==> src/rtl/fan_tach_pkg.sv <==
package fan_tach_pkg;
  localparam int unsigned CNT_W  = 16;
  localparam int unsigned BYTE_W = 8;
  localparam logic [CNT_W-1:0] CNT_MAX = '1;

  typedef enum logic {
    ST_ARM = 1'b0,
    ST_RUN = 1'b1
  } tach_state_e;
endpackage

==> src/rtl/tach_timebase.sv <==
module tach_timebase #(
  parameter int unsigned TICK_DIV = 1111
) (
  input  logic clk,
  input  logic rst_n,
  output logic tick
);
  generate
    if (TICK_DIV <= 1) begin : g_every
      assign tick = 1'b1;
    end else begin : g_div
      localparam int unsigned DW = $clog2(TICK_DIV);
      localparam logic [DW-1:0] LAST = DW'(TICK_DIV - 1);
      logic [DW-1:0] div_q, div_d;

      always_comb begin
        div_d = (div_q == LAST) ? '0 : div_q + DW'(1);
      end

      always_ff @(posedge clk or negedge rst_n) begin
        if (!rst_n) div_q <= '0;
        else        div_q <= div_d;
      end

      assign tick = (div_q == LAST);

      assert_tick_spaced_R1: assert property (@(posedge clk) disable iff (!rst_n)
        tick |=> !tick);
    end
  endgenerate
endmodule

==> src/rtl/tach_input_sync.sv <==
module tach_input_sync (
  input  logic clk,
  input  logic rst_n,
  input  logic tach_raw,
  output logic rise
);
  logic s1_q, s2_q, s3_q;

  always_ff @(posedge clk or negedge rst_n) begin
    if (!rst_n) begin
      s1_q <= 1'b0;
      s2_q <= 1'b0;
      s3_q <= 1'b0;
    end else begin
      s1_q <= tach_raw;
      s2_q <= s1_q;
      s3_q <= s2_q;
    end
  end

  assign rise = s2_q & ~s3_q;

  assert_edge_single_R10: assert property (@(posedge clk) disable iff (!rst_n)
    rise |=> !rise);
endmodule

==> src/rtl/tach_period_ch.sv <==
module tach_period_ch
  import fan_tach_pkg::*;
#(
  parameter int unsigned PPW_W = 3
) (
  input  logic             clk,
  input  logic             rst_n,
  input  logic             tick,
  input  logic             rise,
  input  logic [PPW_W-1:0] ppw,
  output logic             pub_vld,
  output logic [CNT_W-1:0] pub_val
);
  tach_state_e      state_q, state_d;
  logic [CNT_W-1:0] cnt_q, cnt_d, cnt_start;
  logic [PPW_W-1:0] edges_q, edges_d, ppw_eff;
  logic             done;
  logic             pub_vld_q, pub_vld_d;
  logic [CNT_W-1:0] pub_val_q, pub_val_d;

  always_comb begin
    ppw_eff   = (ppw == '0) ? PPW_W'(1) : ppw;
    cnt_start = {{(CNT_W-1){1'b0}}, tick};
    done      = rise && (({1'b0, edges_q} + (PPW_W+1)'(1)) >= {1'b0, ppw_eff});
    state_d   = state_q;
    cnt_d     = cnt_q;
    edges_d   = edges_q;
    pub_vld_d = 1'b0;
    pub_val_d = pub_val_q;
    case (state_q)
      ST_ARM: begin
        if (rise) begin
          state_d = ST_RUN;
          cnt_d   = cnt_start;
          edges_d = '0;
        end else if (tick) begin
          if (cnt_q == CNT_MAX) begin
            pub_vld_d = 1'b1;
            pub_val_d = CNT_MAX;
            cnt_d     = '0;
          end else begin
            cnt_d = cnt_q + CNT_W'(1);
          end
        end
      end
      default: begin
        if (done) begin
          pub_vld_d = 1'b1;
          pub_val_d = cnt_q;
          cnt_d     = cnt_start;
          edges_d   = '0;
        end else begin
          if (rise) edges_d = edges_q + PPW_W'(1);
          if (tick) begin
            if (cnt_q == CNT_MAX) begin
              pub_vld_d = 1'b1;
              pub_val_d = CNT_MAX;
              state_d   = ST_ARM;
              cnt_d     = '0;
              edges_d   = '0;
            end else begin
              cnt_d = cnt_q + CNT_W'(1);
            end
          end
        end
      end
    endcase
  end

  always_ff @(posedge clk or negedge rst_n) begin
    if (!rst_n) begin
      state_q   <= ST_ARM;
      cnt_q     <= '0;
      edges_q   <= '0;
      pub_vld_q <= 1'b0;
      pub_val_q <= '0;
    end else begin
      state_q   <= state_d;
      cnt_q     <= cnt_d;
      edges_q   <= edges_d;
      pub_vld_q <= pub_vld_d;
      pub_val_q <= pub_val_d;
    end
  end

  assign pub_vld = pub_vld_q;
  assign pub_val = pub_val_q;

  assert_pub_on_edge_R2: assert property (@(posedge clk) disable iff (!rst_n)
    (pub_vld_q && pub_val_q != CNT_MAX) |-> $past(rise));
  assert_cnt_no_wrap_R5: assert property (@(posedge clk) disable iff (!rst_n)
    (cnt_q > CNT_W'(1)) |=> (cnt_q >= $past(cnt_q) || cnt_q <= CNT_W'(1)));
endmodule

==> src/rtl/tach_read_freeze.sv <==
module tach_read_freeze
  import fan_tach_pkg::*;
(
  input  logic             clk,
  input  logic             rst_n,
  input  logic             pub_vld,
  input  logic [CNT_W-1:0] pub_val,
  input  logic             lo_rd,
  input  logic             hi_rd,
  output logic [CNT_W-1:0] res
);
  logic [CNT_W-1:0] res_q, res_d, shd_q, shd_d;
  logic             frz_q, frz_d, pnd_q, pnd_d, hold;

  always_comb begin
    hold  = (frz_q || lo_rd) && !hi_rd;
    res_d = res_q;
    shd_d = shd_q;
    frz_d = frz_q;
    pnd_d = pnd_q;
    if (lo_rd) frz_d = 1'b1;
    if (hi_rd) begin
      frz_d = 1'b0;
      pnd_d = 1'b0;
      if (pnd_q) res_d = shd_q;
    end
    if (pub_vld) begin
      if (hold) begin
        shd_d = pub_val;
        pnd_d = 1'b1;
      end else begin
        res_d = pub_val;
      end
    end
  end

  always_ff @(posedge clk or negedge rst_n) begin
    if (!rst_n) begin
      res_q <= '0;
      shd_q <= '0;
      frz_q <= 1'b0;
      pnd_q <= 1'b0;
    end else begin
      res_q <= res_d;
      shd_q <= shd_d;
      frz_q <= frz_d;
      pnd_q <= pnd_d;
    end
  end

  assign res = res_q;

  assert_frozen_hold_R6: assert property (@(posedge clk) disable iff (!rst_n)
    (frz_q && !hi_rd) |=> $stable(res_q));
  assert_pend_needs_freeze_R7: assert property (@(posedge clk) disable iff (!rst_n)
    pnd_q |-> frz_q);
  assert_release_applies_R7: assert property (@(posedge clk) disable iff (!rst_n)
    (hi_rd && pnd_q && !pub_vld) |=> (res_q == $past(shd_q)));
endmodule

==> src/rtl/fan_tach_meter.sv <==
module fan_tach_meter
  import fan_tach_pkg::*;
#(
  parameter int unsigned NUM_CH   = 4,
  parameter int unsigned PPW_W    = 3,
  parameter int unsigned PPW_RST  = 2,
  parameter int unsigned TICK_DIV = 1111,
  localparam int unsigned CH_W    = (NUM_CH > 1) ? $clog2(NUM_CH) : 1,
  localparam int unsigned ADDR_W  = CH_W + 1
) (
  input  logic                    clk,
  input  logic                    rst_n,
  input  logic [NUM_CH-1:0]       tach_in,
  input  logic                    cfg_we,
  input  logic [NUM_CH*PPW_W-1:0] cfg_ppw,
  input  logic                    rd_en,
  input  logic [ADDR_W-1:0]       rd_addr,
  output logic [BYTE_W-1:0]       rd_data
);
  logic rst_meta_q, rst_sync_n;

  always_ff @(posedge clk or negedge rst_n) begin
    if (!rst_n) begin
      rst_meta_q <= 1'b0;
      rst_sync_n <= 1'b0;
    end else begin
      rst_meta_q <= 1'b1;
      rst_sync_n <= rst_meta_q;
    end
  end

  logic                    tick;
  logic [NUM_CH*PPW_W-1:0] ppw_q, ppw_d;
  logic [CH_W-1:0]         rd_ch;
  logic                    rd_hi;
  logic [CNT_W-1:0]        res_all [NUM_CH];
  logic [CNT_W-1:0]        sel_res;
  logic [BYTE_W-1:0]       rd_data_q, rd_data_d;

  assign rd_ch = rd_addr[ADDR_W-1:1];
  assign rd_hi = rd_addr[0];

  always_comb begin
    ppw_d = cfg_we ? cfg_ppw : ppw_q;
  end

  always_ff @(posedge clk or negedge rst_sync_n) begin
    if (!rst_sync_n) ppw_q <= {NUM_CH{PPW_W'(PPW_RST)}};
    else             ppw_q <= ppw_d;
  end

  tach_timebase #(.TICK_DIV(TICK_DIV)) i_timebase (
    .clk(clk), .rst_n(rst_sync_n), .tick(tick)
  );

  generate
    for (genvar i = 0; i < NUM_CH; i++) begin : g_ch
      logic             rise, pub_vld, lo_rd, hi_rd;
      logic [CNT_W-1:0] pub_val;

      assign lo_rd = rd_en && !rd_hi && (rd_ch == CH_W'(i));
      assign hi_rd = rd_en &&  rd_hi && (rd_ch == CH_W'(i));

      tach_input_sync i_sync (
        .clk(clk), .rst_n(rst_sync_n), .tach_raw(tach_in[i]), .rise(rise)
      );

      tach_period_ch #(.PPW_W(PPW_W)) i_period (
        .clk(clk), .rst_n(rst_sync_n), .tick(tick), .rise(rise),
        .ppw(ppw_q[i*PPW_W +: PPW_W]), .pub_vld(pub_vld), .pub_val(pub_val)
      );

      tach_read_freeze i_freeze (
        .clk(clk), .rst_n(rst_sync_n), .pub_vld(pub_vld), .pub_val(pub_val),
        .lo_rd(lo_rd), .hi_rd(hi_rd), .res(res_all[i])
      );
    end
  endgenerate

  always_comb begin
    sel_res = '0;
    for (int k = 0; k < NUM_CH; k++) begin
      if (rd_ch == CH_W'(k)) sel_res = res_all[k];
    end
    rd_data_d = rd_hi ? sel_res[CNT_W-1:BYTE_W] : sel_res[BYTE_W-1:0];
  end

  always_ff @(posedge clk or negedge rst_sync_n) begin
    if (!rst_sync_n)  rd_data_q <= '0;
    else if (rd_en)   rd_data_q <= rd_data_d;
  end

  assign rd_data = rd_data_q;

  assert_rd_hold_R8: assert property (@(posedge clk) disable iff (!rst_sync_n)
    !rd_en |=> $stable(rd_data_q));
endmodule

==> config.mk <==
export PLATFORM = sky130hd
export DESIGN_NAME = fan_tach_meter
export DESIGN_NICKNAME = d
export VERILOG_FILES = /design/src/rtl/fan_tach_pkg.sv /design/src/rtl/tach_timebase.sv /design/src/rtl/tach_input_sync.sv /design/src/rtl/tach_period_ch.sv /design/src/rtl/tach_read_freeze.sv /design/src/rtl/fan_tach_meter.sv
export SDC_FILE = /design/constraint.sdc
export NUM_CORES = 1
export LEC_CHECK = 0
export BUFFER_PORTS_ARGS = -buffer_cell sky130_fd_sc_hd__buf_2
export CORE_ASPECT_RATIO = 0.6
export CORE_MARGIN = 1
export CORE_UTILIZATION = 63
export DETAILED_ROUTE_END_ITERATION = 12
export PLACE_DENSITY = 0.88
export SLEW_MARGIN = 0
export SYNTH_ARGS = -nofsm -noshare
export SYNTH_HDL_FRONTEND = slang
export SYNTH_HIERARCHICAL = 1
export SYNTH_SLANG_ARGS = --single-unit
==> constraint.sdc <==
create_clock -name clk -period 13.1 [get_ports clk]
set_clock_uncertainty 0.2 [all_clocks]
set_input_delay 0.655 -clock clk [delete_from_list [all_inputs] [get_ports clk]]
set_output_delay 0.655 -clock clk [all_outputs]
set_load 0.05 [all_outputs]
# Yosys cells after proc, flatten, opt, wreduce, memory -nomap -nowiden

Cells that the tools add are included.

Input bits: 23
Register bits after elaboration: 329
Word-level logic and storage cells: 284

Magnitude comparators: 4
Bitwise gates (word level): 8
Mux-type cells: 150
$add $sub $neg: 13
Reduce and logical (&&, ||, !) cells: 44
Equality and inequality tests: 12

Operators by type and width:

| cell                    | number |
|---|---|
| $mux W16                | 60 |
| $mux W3                 | 28 |
| $add A16 B1 Y16 const B | 4 |
| $eq A16 B16 Y1 const B  | 4 |
| $mux W1                 | 60 |
| $logic_and A1 B1 Y1     | 18 |
| $add A3 B1 Y4 const B   | 4 |
| $ge A4 B3 Y1            | 4 |
| $reduce_bool A2 Y1      | 8 |
| $add A3 B1 Y3 const B   | 4 |
| $logic_not A3 Y1        | 4 |
| $add A11 B1 Y11 const B | 1 |
| $eq A11 B11 Y1 const B  | 1 |
| $mux W11                | 1 |
| $mux W8                 | 1 |
| $ne A2 B2 Y1 const B    | 4 |
| $reduce_and A2 Y1       | 4 |
| $logic_not A1 Y1        | 5 |
| $and A1 B1 Y1           | 4 |
| $eq A2 B2 Y1 const B    | 2 |
| $logic_or A1 B1 Y1      | 4 |
| $not A1 Y1              | 4 |
| $eq A2 B1 Y1 const B    | 1 |
| $logic_not A2 Y1        | 1 |

# Depth between registers and ports, before layout

Depth after elaboration: 7
Depth in mapped cells: 12

# Modules after synthesis

Netlist, hierarchy kept.

Modules (own cells, without submodules):

| module                                 | seq. area each (um^2) | instances | area an instance (um^2) | cells an instance |
|---|---|---|---|---|
| tach_read_freeze                       | 850.8                 | 4         | 1487.7                  | 111 |
| tach_period_ch at g_ch[1].i_period ... | 925.9                 | 3         | 1861.8                  | 179 |
| tach_period_ch at g_ch[0].i_period     | 925.9                 | 1         | 1742.9                  | 158 |
| fan_tach_meter                         | 555.5                 | 1         | 1446.4                  | 134 |
| tach_timebase                          | 275.3                 | 1         | 541.8                   | 49 |
| tach_input_sync                        | 75.1                  | 4         | 88.8                    | 4 |

# Worst setup path after synthesis

No wires, ideal clock.

Path kind: register -> register
Start point: register i_timebase.g_div.div_q[0]
End point: register g_ch[1].i_period.edges_q[1]
Stages on the path, launching flop included: 12
Arrival time: 2.594 ns
Path buffers: 3
Data required time: 12.779 ns
Setup time: 0.121 ns
Slack: 10.184 ns
Path through: dfrtp_1 -> inv_1 -> ha_1 -> nor4bb_1 -> and4b_1 -> buf_2 -> buf_2 -> nand4_4 -> or4_4 -> buf_6 -> and3_4 -> a32o_2

Longest elaborated chain between the ends: 4

Ends and longest elaborated chain:

| item                   | RTL line             | source |
|---|---|---|
| start, declared        | tach_timebase.sv:14  | `logic [DW-1:0] div_q, div_d;` |
| start signal, assigned | tach_timebase.sv:22  | `else div_q <= div_d;` |
| $eq A11 B11 Y1         | tach_timebase.sv:25  | `assign tick = (div_q == LAST);` |
| named net tick         | fan_tach_meter.sv:32 | `logic tick;` |
| $mux W3                | tach_period_ch.sv:54 | `if (tick) begin` |
| $mux W3                | tach_period_ch.sv:47 | `if (done) begin` |
| $mux W3                | tach_period_ch.sv:30 | `case (state_q)` |
| end signal, assigned   | tach_period_ch.sv:80 | `edges_q <= edges_d;` |
| end, declared          | tach_period_ch.sv:16 | `logic [PPW_W-1:0] edges_q, edges_d, ppw_eff;` |

The timed path passes the listed nets, and every way through them passes these cells.
A chain may end at the register's enable or synchronous reset.

# Final worst setup path

Same ends and word-level chain as after synthesis.

==> results.md <==
| Item | Value | Unit |
|:---|:---|:---|
| Run status | completed | - |
| Internal power of the cells | 2.39 | mW |
| Number of nets in the synthesized netlist | 1,383 | - |
| Post-layout instance area | 16,800 | um2 |
| Post-synth top area share | 52.1 | % |
| Clock buffer count from CTS | 29 | - |
| # setup viols final | 0 | - |
| Max-capacitance violation count | 0 | - |
| Number of endpoints with negative hold slack in the final report | 0 | - |
| Switch share | 34.1 | % |
| Proportion of synthesized flip-flops having asynchronous set or reset | 100 | % |
| Fraction of met2 tracks used by global routing | 44.5 | % |
| CTS H-tree lvls | 1 | - |
| Global-route wire length before repair | 59,200 | um |
| Mean number of vias per cell | 6.54 | - |
| Overall track demand over capacity in global routing | 29.7 | % |
| DRT antenna net count | 0 | - |
| Final Max Slew Viols | 0 | - |
| CTS clk-pin slew, worst paths | 0.07 | ns |
| Final cycle utilization of the critical path | 27.5 | % |
| Vertical die dimension | 124 | um |
| Total net switching power | 1.24 | mW |
| Sequential area share after synthesis | 52.7 | % |
| Cell Rows | 44 | - |
| Power Density | 216 | nW/um2 |
| Layout cells sized above 1 | 17.9 | % |
| Worst ir drop on vdd | 0.105 | mV |
| Hold-fix buffers, CTS | 5 | - |
| Path type of the worst setup path | flop to flop | - |
| Post-route DRC violation count | 0 | - |
| Width of the die | 205 | um |
| Footprint of the multi-input gates | 6840 | um2 |
| Effective utilization at floorplan | 64.3 | % |
| Core Region | 24,300 | um2 |
| Routed wire per std cell | 21.2 | um |
| Required time reported for the critical path endpoint | 13.35 | ns |
| Area growth syn-to-layout | 7.57 | % |
| Die Outline Area | 25,500 | um2 |
| Setup tns final | 0 | ns |
| Global routing usage on met3 | 7.09 | % |
| Count of fill cells added during filler insertion | 1,707 | - |
| Detailed router's first-iteration violation count | 1,206 | - |
| Post-CTS sizing | 0 | - |
| Synthesized area | 15,600 | um2 |
| Critical path startpoint category | flop | - |
| Static power due to leakage | 7.85 | nW |
| Pre-antenna DRT Iters | 5 | - |
| I/O pin count | 31 | - |
| Actual transition at the worst max-transition pin | 1.22 | ns |
| Via count | 11,018 | - |
| Vias in the first global route | 10,890 | - |
| Library cells used by synthesis | 72 | - |
| Met1 usage | 44.4 | % |
| Primary flip-flop cell chosen by synthesis mapping | dfrtp_1 | - |
| Worst-path fanout max | 42 | - |
| Diode count | 0 | - |
| TritonCTS clock tree | yes | - |
| Post-Syn Area per Cell | 11.7 | um2 |
| Seq. cell area | 8240 | um2 |
| Count of input and output buffers | 30 | - |
| Net total in the final layout | 1,386 | - |
| Final weighted congestion of routability-driven global placement | 0.963 | - |
| Most common library cell in the layout ignoring fill and taps | dfrtp_1 | - |
| Overflow left after global routing | 0 | - |
| CTS sink cnt | 329 | - |
| Ranking of synthesized cells by area | dfrtp_1, mux2i_1, mux2_4 | - |
| Relative contribution of the clock network to total power | 24.3 | % |
| Total of warnings raised by yosys | 6 | - |
| Proportion of power drawn by combinational gates | 28.4 | % |
| Number of synthesized register bits | 329 | - |
| Worst rel slew slack | 16.4 | % |
| Maximum clock insertion buffer count | 3 | - |
| Antenna violations before repair | 0 | - |
| Insertion delay to the later sink of the worst-skew pair | 0.56 | ns |
| Max frequency | 277 | MHz |
| Leading cell types in the layout, fill and taps excluded | dfrtp_1, o21ai_0, nand3_1, nor2_1, mux2i_1 | - |
| Routed wire length | 35,700 | um |
| Final Util | 69.2 | % |
| Arrival time reported for the critical path endpoint | 3.85 | ns |
| Count of buffers added by post-CTS timing repair for setup | 0 | - |
| Instance count of the mapped netlist | 1,338 | - |
| Half-perimeter wire length after detailed placement | 23,400 | um |
| Final worst path period need | 3.60 | ns |
| Worst min path class | input port to flop | - |
| Most used routing layer | met2 | - |
| Number of enable flip-flop cells after synthesis | 0 | - |
| Reg power frac | 47.3 | % |
| Largest area contributor in the netlist | dfrtp_1 | - |
| Nature of the critical path endpoint | flop | - |
| Maximum number of pins on one net before global-route repair | 90 | - |
| Cell area after placement | 15,800 | um2 |
| Clock Tree Root | clkbuf_16 | - |
| Unrepaired setup endpoints after global routing | no | - |
## logic make-up (layout without fill, tap and decap cells)
family	after synthesis	count (layout)	synth area share, %
mux	148	148	11.6
fa+ha+maj	22	22	1.76
flops	329	329	52.7
simple gates	400	400	14.5
buf+inv	94	119	3.49
compound gates	286	286	12.6
xor+xnor	58	58	3.25
other cells	1	1	0.0240
## final cells by class
type / count / share of cell area, %
Sequential cell: 329 / 49.0
Clock buffer: 37 / 4.85
Multi-Input combinational cell: 915 / 40.7
Inverter: 28 / 0.685
Clock inverter: 16 / 0.990
Tap cell: 322 / 2.40
Timing Repair Buffer: 38 / 1.33
## power by group through the flow
stage	logic, mW	clock network [mW]	registers [mW]
final	1.03	0.881	1.71
after global routing	1.14	0.939	1.75
after CTS	1.03	0.898	1.70
after detailed placement	1.01	0	1.71
after global placement	0.954	0	1.69
after floorplan	0.827	0	1.60
## cells in the mapped netlist, types with 11 or more instances
| cell type | number |
|---|---|
| a2bb2oi_1 | 48 |
| or3_1 | 13 |
| ha_1 | 22 |
| nand4_1 | 28 |
| o21ai_0 | 101 |
| xnor2_1 | 22 |
| nand2b_1 | 11 |
| nand3b_1 | 12 |
| mux2_2 | 40 |
| o22ai_1 | 36 |
| clkbuf_1 | 25 |
| a21oi_1 | 23 |
| buf_2 | 13 |
| mux2i_1 | 64 |
| mux2_4 | 36 |
| nand3_1 | 88 |
| o31ai_1 | 12 |
| nand2_1 | 62 |
| o22a_2 | 16 |
| nor2_1 | 74 |
| xor2_1 | 36 |
| nor3_1 | 32 |
| buf_6 | 17 |
| inv_1 | 24 |
| dfrtp_1 | 325 |
## per-layer routing
| metal | vias to the layer above | wire (um) |
|---|---|---|
| met2 | 479 | 16100 |
| met4 | 0 | 564 |
| met3 | 55 | 3040 |
| met1 | 5585 | 16000 |
| li1 | 4899 | - |
| met5 | - | 0 |
## state kept, by name (all words and copies together) (netlist names)
register,flops
g_ch.i_period/edges_q,12
g_ch.i_period/pub_vld,4
g_ch.i_freeze/frz_q,4
g_ch.i_period/pub_val,64
g_ch.i_sync/s1_q,4
g_ch.i_freeze/shd_q,64
g_ch.i_freeze/res,64
i_timebase/g_div.div_q,11
g_ch.i_period/state_q,4
g_ch.i_sync/s3_q,4
rst_meta_q,1
g_ch.i_sync/s2_q,4
rd_data,8
rst_sync_n,1
g_ch.i_period/cnt_q,64
ppw_q,12
g_ch.i_freeze/pnd_q,4
## final timing paths
check                      slack (ns)                           startpoint                                      end  depth (start not counted)
min in group asynchronous        0.21                                rst_n                     rst_sync_n$_DFF_PN0_                          2
setup / recovery                 9.50  i_timebase/g_div.div_q[0]$_DFF_PN0_  g_ch[1].i_period/edges_q[1]$_DFFE_PN0P_                          8
setup reg to reg                 9.50  i_timebase/g_div.div_q[0]$_DFF_PN0_  g_ch[1].i_period/edges_q[1]$_DFFE_PN0P_                          8
hold reg to reg                  0.15        g_ch[2].i_sync/s1_q$_DFF_PN0_            g_ch[2].i_sync/s2_q$_DFF_PN0_                          0
hold / removal                   0.13                           cfg_ppw[0]                     ppw_q[0]$_DFFE_PN0P_                          2
max in group asynchronous        9.92                 rst_sync_n$_DFF_PN0_     g_ch[3].i_period/cnt_q[15]$_DFF_PN0_                          2
## metrics by stage
step | hold WS, ns | setup slack [ns] | power, mW | cells
after floorplan | 0.131 | 3.06 | 2.43 | 1338
after global placement | 0.131 | 9.76 | 2.64 | 1627
after detailed placement | 0.136 | 9.61 | 2.72 | 1627
after CTS | 0.0972 | 9.58 | 3.62 | 1685
after global routing | 0.0995 | 9.31 | 3.82 | 1685
final | 0.126 | 9.50 | 3.62 | 1685
## critical path, cell delays in order (launching register included)
cell	delay, ns
dfrtp_1	0.42
inv_1	0.10
ha_1	0.14
nor4bb_1	0.22
and4b_2	0.96
nand4_4	0.27
or4_4	0.68
and3_4	0.23
a32o_2	0.25
No activity file was read; power rests on OpenSTA's default activity.
